===== src/rtl/gpio_irq_pkg.sv =====
package gpio_irq_pkg;
  typedef enum logic [2:0] {
    EV_FALL = 3'd0,
    EV_RISE = 3'd1,
    EV_BOTH = 3'd2,
    EV_LOW  = 3'd3,
    EV_HIGH = 3'd4
  } ev_sel_e;

  localparam int unsigned REG_AW = 6;
  localparam int unsigned SEL_W  = 3;

  localparam logic [REG_AW-1:0] OFS_EN   = 6'h20;
  localparam logic [REG_AW-1:0] OFS_DIS  = 6'h24;
  localparam logic [REG_AW-1:0] OFS_MASK = 6'h28;
  localparam logic [REG_AW-1:0] OFS_STAT = 6'h2C;
endpackage


===== src/rtl/gpio_evt_line.sv =====
module gpio_evt_line
  import gpio_irq_pkg::*;
(
  input  logic             clk_i,
  input  logic             rst_ni,
  input  logic             line_i,
  input  logic [SEL_W-1:0] sel_i,
  output logic             evt_o
);
  logic prev_q;
  logic prime_q;  // prev_q holds a real sample
  logic rise, fall;

  always_ff @(posedge clk_i or negedge rst_ni) begin
    if (!rst_ni) begin
      prev_q  <= 1'b0;
      prime_q <= 1'b0;
    end else begin
      prev_q  <= line_i;
      prime_q <= 1'b1;
    end
  end

  assign rise = prime_q & ~prev_q & line_i;
  assign fall = prime_q & prev_q & ~line_i;

  always_comb begin
    case (sel_i)
      EV_FALL: evt_o = fall;
      EV_RISE: evt_o = rise;
      EV_BOTH: evt_o = rise | fall;
      EV_LOW:  evt_o = ~line_i;
      EV_HIGH: evt_o = line_i;
      default: evt_o = 1'b0;
    endcase
  end

  AST_SPARE_CODE_SILENT: assert property (@(posedge clk_i) disable iff (!rst_ni)
    (sel_i > 3'd4) |-> !evt_o);
  AST_NO_EDGE_AT_START: assert property (@(posedge clk_i) disable iff (!rst_ni)
    (!prime_q && sel_i <= 3'd2) |-> !evt_o);
endmodule


===== src/rtl/gpio_irq_regs.sv =====
module gpio_irq_regs
  import gpio_irq_pkg::*;
#(
  parameter int unsigned NUM_LINES = 32
) (
  input  logic                 clk_i,
  input  logic                 rst_ni,
  input  logic [NUM_LINES-1:0] evt_i,
  input  logic                 req_i,
  input  logic                 we_i,
  input  logic [REG_AW-1:0]    addr_i,
  input  logic [NUM_LINES-1:0] wdata_i,
  output logic [NUM_LINES-1:0] rdata_o,
  output logic                 irq_o
);
  logic [NUM_LINES-1:0] mask_q, status_q;
  logic                 irq_q;
  logic                 wr_en, wr_dis, rd_stat, rd_any;

  assign wr_en   = req_i & we_i & (addr_i == OFS_EN);
  assign wr_dis  = req_i & we_i & (addr_i == OFS_DIS);
  assign rd_any  = req_i & ~we_i;
  assign rd_stat = rd_any & (addr_i == OFS_STAT);

  always_ff @(posedge clk_i or negedge rst_ni) begin
    if (!rst_ni) begin
      mask_q   <= '0;
      status_q <= '0;
      irq_q    <= 1'b0;
    end else begin
      if (wr_en)  mask_q <= mask_q | wdata_i;
      if (wr_dis) mask_q <= mask_q & ~wdata_i;
      // event beats the read-clear
      status_q <= (rd_stat ? '0 : status_q) | evt_i;
      irq_q    <= |(status_q & mask_q);
    end
  end

  always_comb begin
    rdata_o = '0;
    if (rd_any) begin
      if (addr_i == OFS_MASK)      rdata_o = mask_q;
      else if (addr_i == OFS_STAT) rdata_o = status_q;
    end
  end

  assign irq_o = irq_q;

  AST_MASK_SET: assert property (@(posedge clk_i) disable iff (!rst_ni)
    wr_en |=> ((mask_q & $past(wdata_i)) == $past(wdata_i)));
  AST_MASK_CLR: assert property (@(posedge clk_i) disable iff (!rst_ni)
    wr_dis |=> ((mask_q & $past(wdata_i)) == '0));
  AST_READ_CLEARS: assert property (@(posedge clk_i) disable iff (!rst_ni)
    (rd_stat && evt_i == '0) |=> (status_q == '0));
  AST_EVENT_KEPT: assert property (@(posedge clk_i) disable iff (!rst_ni)
    (evt_i != '0) |=> ((status_q & $past(evt_i)) == $past(evt_i)));
  AST_IRQ_RAISE: assert property (@(posedge clk_i) disable iff (!rst_ni)
    ((status_q & mask_q) != '0) |=> irq_q);
  AST_IRQ_QUIET: assert property (@(posedge clk_i) disable iff (!rst_ni)
    ((status_q & mask_q) == '0) |=> !irq_q);
endmodule


===== src/rtl/gpio_bank_irq.sv =====
module gpio_bank_irq
  import gpio_irq_pkg::*;
#(
  parameter int unsigned NUM_LINES = 32
) (
  input  logic                       clk_i,
  input  logic                       rst_ni,
  input  logic [NUM_LINES-1:0]       line_i,
  input  logic [SEL_W*NUM_LINES-1:0] evt_sel_i,
  input  logic                       bus_req_i,
  input  logic                       bus_we_i,
  input  logic [REG_AW-1:0]          bus_addr_i,
  input  logic [NUM_LINES-1:0]       bus_wdata_i,
  output logic [NUM_LINES-1:0]       bus_rdata_o,
  output logic                       irq_o
);
  logic [NUM_LINES-1:0] evt;

  for (genvar i = 0; i < NUM_LINES; i++) begin : g_line
    gpio_evt_line u_det (
      .clk_i  (clk_i),
      .rst_ni (rst_ni),
      .line_i (line_i[i]),
      .sel_i  (evt_sel_i[SEL_W*i +: SEL_W]),
      .evt_o  (evt[i])
    );
  end

  gpio_irq_regs #(.NUM_LINES(NUM_LINES)) u_regs (
    .clk_i   (clk_i),
    .rst_ni  (rst_ni),
    .evt_i   (evt),
    .req_i   (bus_req_i),
    .we_i    (bus_we_i),
    .addr_i  (bus_addr_i),
    .wdata_i (bus_wdata_i),
    .rdata_o (bus_rdata_o),
    .irq_o   (irq_o)
  );
endmodule


===== config.mk =====
export PLATFORM = sky130hd
export DESIGN_NAME = gpio_bank_irq
export DESIGN_NICKNAME = d
export VERILOG_FILES = /design/src/rtl/gpio_irq_pkg.sv /design/src/rtl/gpio_evt_line.sv /design/src/rtl/gpio_irq_regs.sv /design/src/rtl/gpio_bank_irq.sv
export SDC_FILE = /design/constraint.sdc
export NUM_CORES = 1
export LEC_CHECK = 0
export ABC_CLOCK_PERIOD_IN_PS = 1870
export BUFFER_PORTS_ARGS = -buffer_cell sky130_fd_sc_hd__buf_2
export CAP_MARGIN = 20
export CORE_ASPECT_RATIO = 0.5
export CORE_MARGIN = 2
export CORE_UTILIZATION = 54
export CTS_CLUSTER_DIAMETER = 80
export DETAILED_ROUTE_END_ITERATION = 12
export GPL_ROUTABILITY_DRIVEN = 0
export PLACE_DENSITY_LB_ADDON = 0.15
export SYNTH_ARGS = -nofsm -noshare
export SYNTH_HDL_FRONTEND = slang
export SYNTH_HIERARCHICAL = 1
export SYNTH_SLANG_ARGS = --single-unit

===== constraint.sdc =====
create_clock -name clk_i -period 1.87 [get_ports clk_i]
set_clock_uncertainty 0.15 [all_clocks]
set_input_delay 0.187 -clock clk_i [delete_from_list [all_inputs] [get_ports clk_i]]
set_output_delay 0.187 -clock clk_i [all_outputs]
set_load 0.005 [all_outputs]

==> flow_metrics.tcl, run 1 <==
set metrics [dict create \
    status "completed" \
    die_area_mm2 0.0152 \
    worstPathArrival_ns 1.30 \
    p_leak_nw 5.01 \
    die_h_um 88.2 \
    nFillCells 971 \
    mostFrequentLayoutCells "buf_2 (201), dfrtp_1 (129), dlygate4sd3_1 (69)" \
    first_global_vias 6416 \
    worstSetupPathType "reg -> out" \
    postSynthAreaPerCell_um2 11.1 \
    end_kind "primary output" \
    hold_viol 0 \
    cts-root-buf "clkbuf_16" \
    drive_gt1_frac 0.316 \
    wl_mm 19.1 \
    ys.flop_type "dfrtp_1" \
    num_rows 30 \
    tritoncts "built" \
    io_buffers 202 \
    cts_made_buffers 17 \
    maxCapViolCount 0 \
    diodes 0 \
    fin_util 0.745 \
    yosysWarningCount 6 \
    track_usage 0.259 \
    final_common_cell "buf_2" \
    clk_latency_ns 0.40 \
    place_area_mm2 0.00897 \
    synthAdderAreaFrac 0 \
    min_period_ns 1.64 \
    grt_max_degree 43 \
    swShare 0.248 \
    drc 0 \
    via_per_inst 5.48 \
    vdd_drop_max_mv 0.505 \
    cp_data_required_time_ns 1.53 \
    critPathLaunchType "register" \
    r2r_cells 3 \
    area_growth_pct 33.3 \
    synth-edff-count 0 \
    ios 203 \
    fp.coreArea_mm2 0.0137 \
    clk_pin_slew_ns 0.06 \
    stdcell_area_mm2 0.0102 \
    setup_slack_ns 0.233 \
    cts_htree_levels 4 \
    synth_simple_gate_area_frac 0.292 \
    setup_violations 0 \
    dr.pass1.iters 4 \
    ys_ff_latch 129 \
    synth_compound_area_frac 0.157 \
    min_delay_path_depth 3 \
    max_freq_mhz 611 \
    hold_class "in -> reg" \
    synth_nets 862 \
    netlist_instances 692 \
    dp_slack_ns 0.255 \
    final_nets 1142 \
    cts_sinks 129 \
    p_switching_w 0.00178 \
    pwr-share-seq 0.422 \
    intPower_w 0.00541 \
    drtIter0Drc 192 \
    post_drt_wl_per_cell_um 16.2 \
    synth.distinct_cells 24 \
    combPwrFrac 0.141 \
    path_max_fanout 3 \
    synthXorXnorAreaFrac 0 \
    pwr-share-clk 0.437 \
    synth_top_family_by_area "simple AND/OR/NAND/NOR gates" \
    cts_resized 0 \
    start_util 0.559 \
    async_flop_share 1.00 \
    die_x_um 172 \
    antenna_found_initial 0 \
    grt-ovfl-total 0 \
    setup_tns_ns 0 \
    slew_violations 0 \
    fin_crit_sh 0.875 \
    power_density_mw_per_mm2 704 \
    yosysSeqAreaShare 0.421 \
    hpwlAfterDp_mm 13.3 \
    final_antenna_net_count 0 \
    rsz0062_at_grt "false" \
    power.total_w 0.00719 \
    synth_area_mm2 0.00766 \
    grt_pass1_wl_mm 30.1 \
    muxShareOfSynthArea 0.0836 \
    cts_max_path_buffers 2 \
    via_count 6442 \
]
==> through the flow <==
step | hold WS (ns) | cells
5_1_grt | 0.00605 | 1176
4_1_cts | 0.00257 | 1176
3_3_place_gp | -0.0282 | 1076
6_report | 0.0123 | 1176
2_1_floorplan | -0.259 | 692
3_5_place_dp | -0.0259 | 1076
==> power groups by stage <==
| stage | combinational, W | clock, W | sequential (W) |
|---|---|---|---|
| finish | 0.00101 | 0.00314 | 0.00304 |
| CTS | 0.00101 | 0.00320 | 0.00303 |
| global placement | 0.000865 | 0 | 0.00307 |
| global route | 0.00111 | 0.00335 | 0.00305 |
| detailed placement | 0.000888 | 0 | 0.00308 |
| floorplan | 0.000445 | 0 | 0.00305 |
==> cell usage after synthesis (3+ instances only) <==
cell	count	area [um^2]
a22oi_1	16	120
o211ai_2	32	400
and2b_1	32	240
and4bb_1	64	801
nor2b_1	33	206
conb_1	32	120
dfrtp_1	129	3230
nor2_1	33	124
inv_1	32	120
mux2i_1	64	641
o21ai_1	32	160
clkbuf_1	12	45.0
a21o_1	32	240
o21ai_2	32	280
nand4_1	37	231
buf_2	8	40.0
buf_4	3	22.5
nor3b_1	32	240
nand4bb_1	32	360
==> timing repair <==
item                      in CTS  in global routing
hold buffers                  69                  0
hold endpoints to repair     197                  0
buffers inserted               0                  0
==> routing by layer <==
layer  share of wire  wire (um)  vias to the layer above  GRT usage
li1                -          -                     3114          -
met1            0.44       8440                     3135      0.326
met2            0.49       9250                      164      0.445
met3           0.056       1070                       29     0.0613
met4           0.015        293                        0     0.0894
met5               0          0                        -          0
==> worst max-delay path, cell delays in order (launching register included) <==
cell and delay [ns]:
dfrtp_1 0.41, mux2i_1 0.26, nor2_1 0.08, buf_2 0.14
==> worst paths after layout <==
kind | endpoint | slack [ns] | start
worst max register to register | u_regs/irq_o | 0.25 | register
min in group asynchronous | g_line[6].u_det/prime_q | 0.10 | rst_ni
max in group asynchronous | g_line[18].u_det/prime_q | 0.90 | rst_ni
worst max-delay path | bus_rdata_o[26] | 0.23 | u_regs/status_q[26]
worst min-delay path | u_regs/status_q[3] | 0.01 | evt_sel_i[11]
worst min register to register | u_regs/status_q[20] | 0.35 | u_regs/status_q[20]
==> final cells by class <==
cell class | count | area, um^2 | share of cell area
timing repair buffer | 285 | 1850 | 0.181
tap | 192 | 240 | 0.0235
sequential | 129 | 3230 | 0.316
multi-input combinational | 507 | 4220 | 0.413
clock buffer | 20 | 437 | 0.0428
inverter | 32 | 120 | 0.0118
clock inverter | 11 | 116 | 0.0114
==> cells by family after synthesis <==
| kind of cell | after synthesis |
|---|---|
| AO/OA/AOI/OAI | 144 |
| buffers and inverters | 56 |
| multiplexers | 64 |
| other | 32 |
| AND/OR/NAND/NOR | 267 |
| flip-flops | 129 |
(Power assumes the default switching activity.)
==> inputs of run 2 (changes only) <==
--- a/config.mk
+++ b/config.mk
@@ -10,12 +10,11 @@
 export CAP_MARGIN = 20
 export CORE_ASPECT_RATIO = 0.5
 export CORE_MARGIN = 2
-export CORE_UTILIZATION = 54
+export CORE_UTILIZATION = 51
 export CTS_CLUSTER_DIAMETER = 80
 export DETAILED_ROUTE_END_ITERATION = 12
 export GPL_ROUTABILITY_DRIVEN = 0
 export PLACE_DENSITY_LB_ADDON = 0.15
 export SYNTH_ARGS = -nofsm -noshare
 export SYNTH_HDL_FRONTEND = slang
-export SYNTH_HIERARCHICAL = 1
 export SYNTH_SLANG_ARGS = --single-unit
==> run 2 against run 1 <==
Via count shrank 9.7%. Highest routed layer unchanged. Maximum frequency shrank 5.6%. Global-route usage grew 2.5 points. First-iteration DRC count grew 140%. Non-clock buffer count grew 27. Register-to-register slack lost 0.04 ns. Synthesized cell count shrank 13%. Count of clock-buffer cells in the layout shrank 10. Wire length shrank 10%. Sequential cell count shrank 31. Final area shrank 19%.
==> flow_metrics.tcl, run 2 <==
set metrics [dict create \
    critPathLaunchType "primary input" \
    synth_most_common_cell "dfrtp_1" \
    critPathCapture "bus_rdata_o[13]" \
    intPower_w 0.00376 \
    cts_resized 0 \
    path_cells "buf_2 -> nor2b_2 -> nand3_2 -> nor4b_4 -> buf_4 -> a22o_1 -> buf_2" \
    cp_top_family "simple AND/OR/NAND/NOR gates" \
    hpwlAfterDp_mm 11.9 \
    worstPathArrival_ns 1.40 \
    synth_area_leaders "dfrtp_1 (42%), mux2i_1 (11%), nand4bb_1 (6.0%)" \
    async_flop_share 1.00 \
    synth_top_area_frac 0.422 \
    vdd_drop_max_mv 0.469 \
    rsz0062_at_grt "false" \
    clk_pin_slew_ns 0.07 \
    num_rows 27 \
    p_leak_nw 4.06 \
    area_growth_pct 41.8 \
    track_usage 0.283 \
    power.total_w 0.00501 \
    first_global_vias 5826 \
    grt_pass1_wl_mm 27.5 \
    swShare 0.249 \
    start_util 0.526 \
    yosysSeqAreaShare 0.422 \
    crit_path_start "bus_addr_i[4]" \
    final_antenna_net_count 0 \
    synth_area_mm2 0.00581 \
    ys.flop_type "dfrtp_1" \
    die_h_um 79.5 \
    cts_sinks 98 \
    netlist_instances 602 \
    drtIter0Drc 457 \
    cts_made_buffers 9 \
    r2r_start "u_regs.status_q[8]" \
    ios 203 \
    p_switching_w 0.00125 \
    worstSetupPathType "in -> out" \
    status "completed" \
    die_area_mm2 0.0123 \
    min_period_ns 1.73 \
    final_nets 1070 \
    stdcell_area_mm2 0.00825 \
    tritoncts "built" \
    max_freq_mhz 576 \
    combPwrFrac 0.170 \
    setup_violations 0 \
    post_cts_buffers 0 \
    postSynthAreaPerCell_um2 9.66 \
    yosysWarningCount 0 \
    r2r-end "u_regs.irq_o" \
    max_stage_delay_ns 0.30 \
    fp.coreArea_mm2 0.0110 \
    dr.pass1.iters 5 \
    hold_class "in -> reg" \
    synth_common_cells "dfrtp_1 (98), nand2_1 (65), inv_1 (63), mux2i_1 (63), a21oi_1 (62)" \
    mostFrequentLayoutCells "buf_2 (201), dfrtp_1 (97), dlygate4sd3_1 (97)" \
    cp.depth 7 \
    r2r_cells 3 \
    setup_tns_ns 0 \
    crit_top_cell "buf_2" \
    cp.buffers_inverters 3 \
    grt_max_degree 36 \
    pwr-share-seq 0.466 \
    critPathSlowestCell "nor4b_4" \
    drive_gt1_frac 0.261 \
    path_max_fanout 10 \
    die_x_um 155 \
    cts-root-buf "clkbuf_16" \
    cts_max_path_buffers 2 \
    power_density_mw_per_mm2 608 \
    slew_violations 0 \
    via_count 5817 \
    r2r_slack_ns 0.21 \
    antenna_found_initial 0 \
    synth_nets 772 \
    cts_htree_levels 3 \
    hold_viol 0 \
    final_common_cell "buf_2" \
    clk_latency_ns 0.33 \
    post_drt_wl_per_cell_um 16.3 \
    end_kind "primary output" \
    via_per_inst 5.55 \
    drc 0 \
    holdBufCountCts 97 \
    wl_mm 17.1 \
    yosysTopAreaCell "dfrtp_1" \
    grt-ovfl-total 0 \
    maxCapViolCount 0 \
    io_buffers 202 \
    cp_data_required_time_ns 1.53 \
    pwr-share-clk 0.364 \
    ys_ff_latch 98 \
    diodes 0 \
    synth.distinct_cells 31 \
    place_area_mm2 0.00698 \
    synth-edff-count 0 \
    fin_crit_sh 0.928 \
]
run 2: worst min path at each step:
stage / startpoint / end / slack [ns] / cells after the start
final: evt_sel_i[36] / u_regs.status_q[12] / 0.02 / 4
after global routing: evt_sel_i[21] / u_regs.status_q[7] / 0.04 / 4
after CTS: evt_sel_i[36] / u_regs.status_q[12] / 0.02 / 4
after detailed placement: rst_ni / g_line[2].u_det.prev_q / 0.03 / 1
after global placement: rst_ni / u_regs.status_q[6] / 0.03 / 1
after floorplan: rst_ni / async pin / -0.26 / 0
run 2: per-layer routing:
layer,global-route usage,wire (um),vias up
met1,0.358,7400,2786
li1,-,-,2794
met4,0.0880,404,0
met3,0.0608,1080,40
met2,0.493,8180,197
met5,0,0,-
run 2: logic make-up after synthesis:
group                     count (synthesis)  share of synthesized area
AOI/OAI and AO/OA                       174                      0.185
DFF                                      98                      0.422
muxes                                    63                      0.108
buffers and inverters                    88                     0.0693
other                                     1                   0.000645
and+or+nand+nor                         177                      0.214
xor gates and xnor gates                  1                    0.00151
run 2: power by group through the flow:
stage | clock network, W | logic [W] | registers, W
2_1_floorplan | 0 | 0.000326 | 0.00233
3_3_place_gp | 0 | 0.000662 | 0.00237
3_5_place_dp | 0 | 0.000685 | 0.00237
4_1_cts | 0.00187 | 0.000844 | 0.00233
5_1_grt | 0.00195 | 0.000949 | 0.00235
6_report | 0.00182 | 0.000852 | 0.00234
run 2: layout make-up:
class	instances	area [um^2]
Fill cell	821	2800
Inverter	63	236
Timing Repair Buffer	312	2120
Multi-Input combinational cell	416	2960
Clock inverter	5	55.1
Sequential cell	98	2450
Tap cell	145	181
Clock buffer	10	239
run 2: worst reg2reg max path: stages, from the launching register on:
cell and delay (ns):
dfrtp_1 0.45, a22oi_1 0.20, nand4_1 0.18, or4_1 0.55
run 2: per-stage QoR:
step | std cells | setup WS [ns] | util | hold WS (ns)
floorplan | 602 | 0.404 | - | -0.259
finish | 1049 | 0.135 | 0.747 | 0.0240
detailed placement | 937 | 0.139 | 0.632 | 0.0297
global route | 1049 | 0.0503 | 0.747 | 0.0386
CTS | 1049 | 0.137 | 0.747 | 0.0155
global placement | 937 | 0.173 | 0.632 | 0.0325
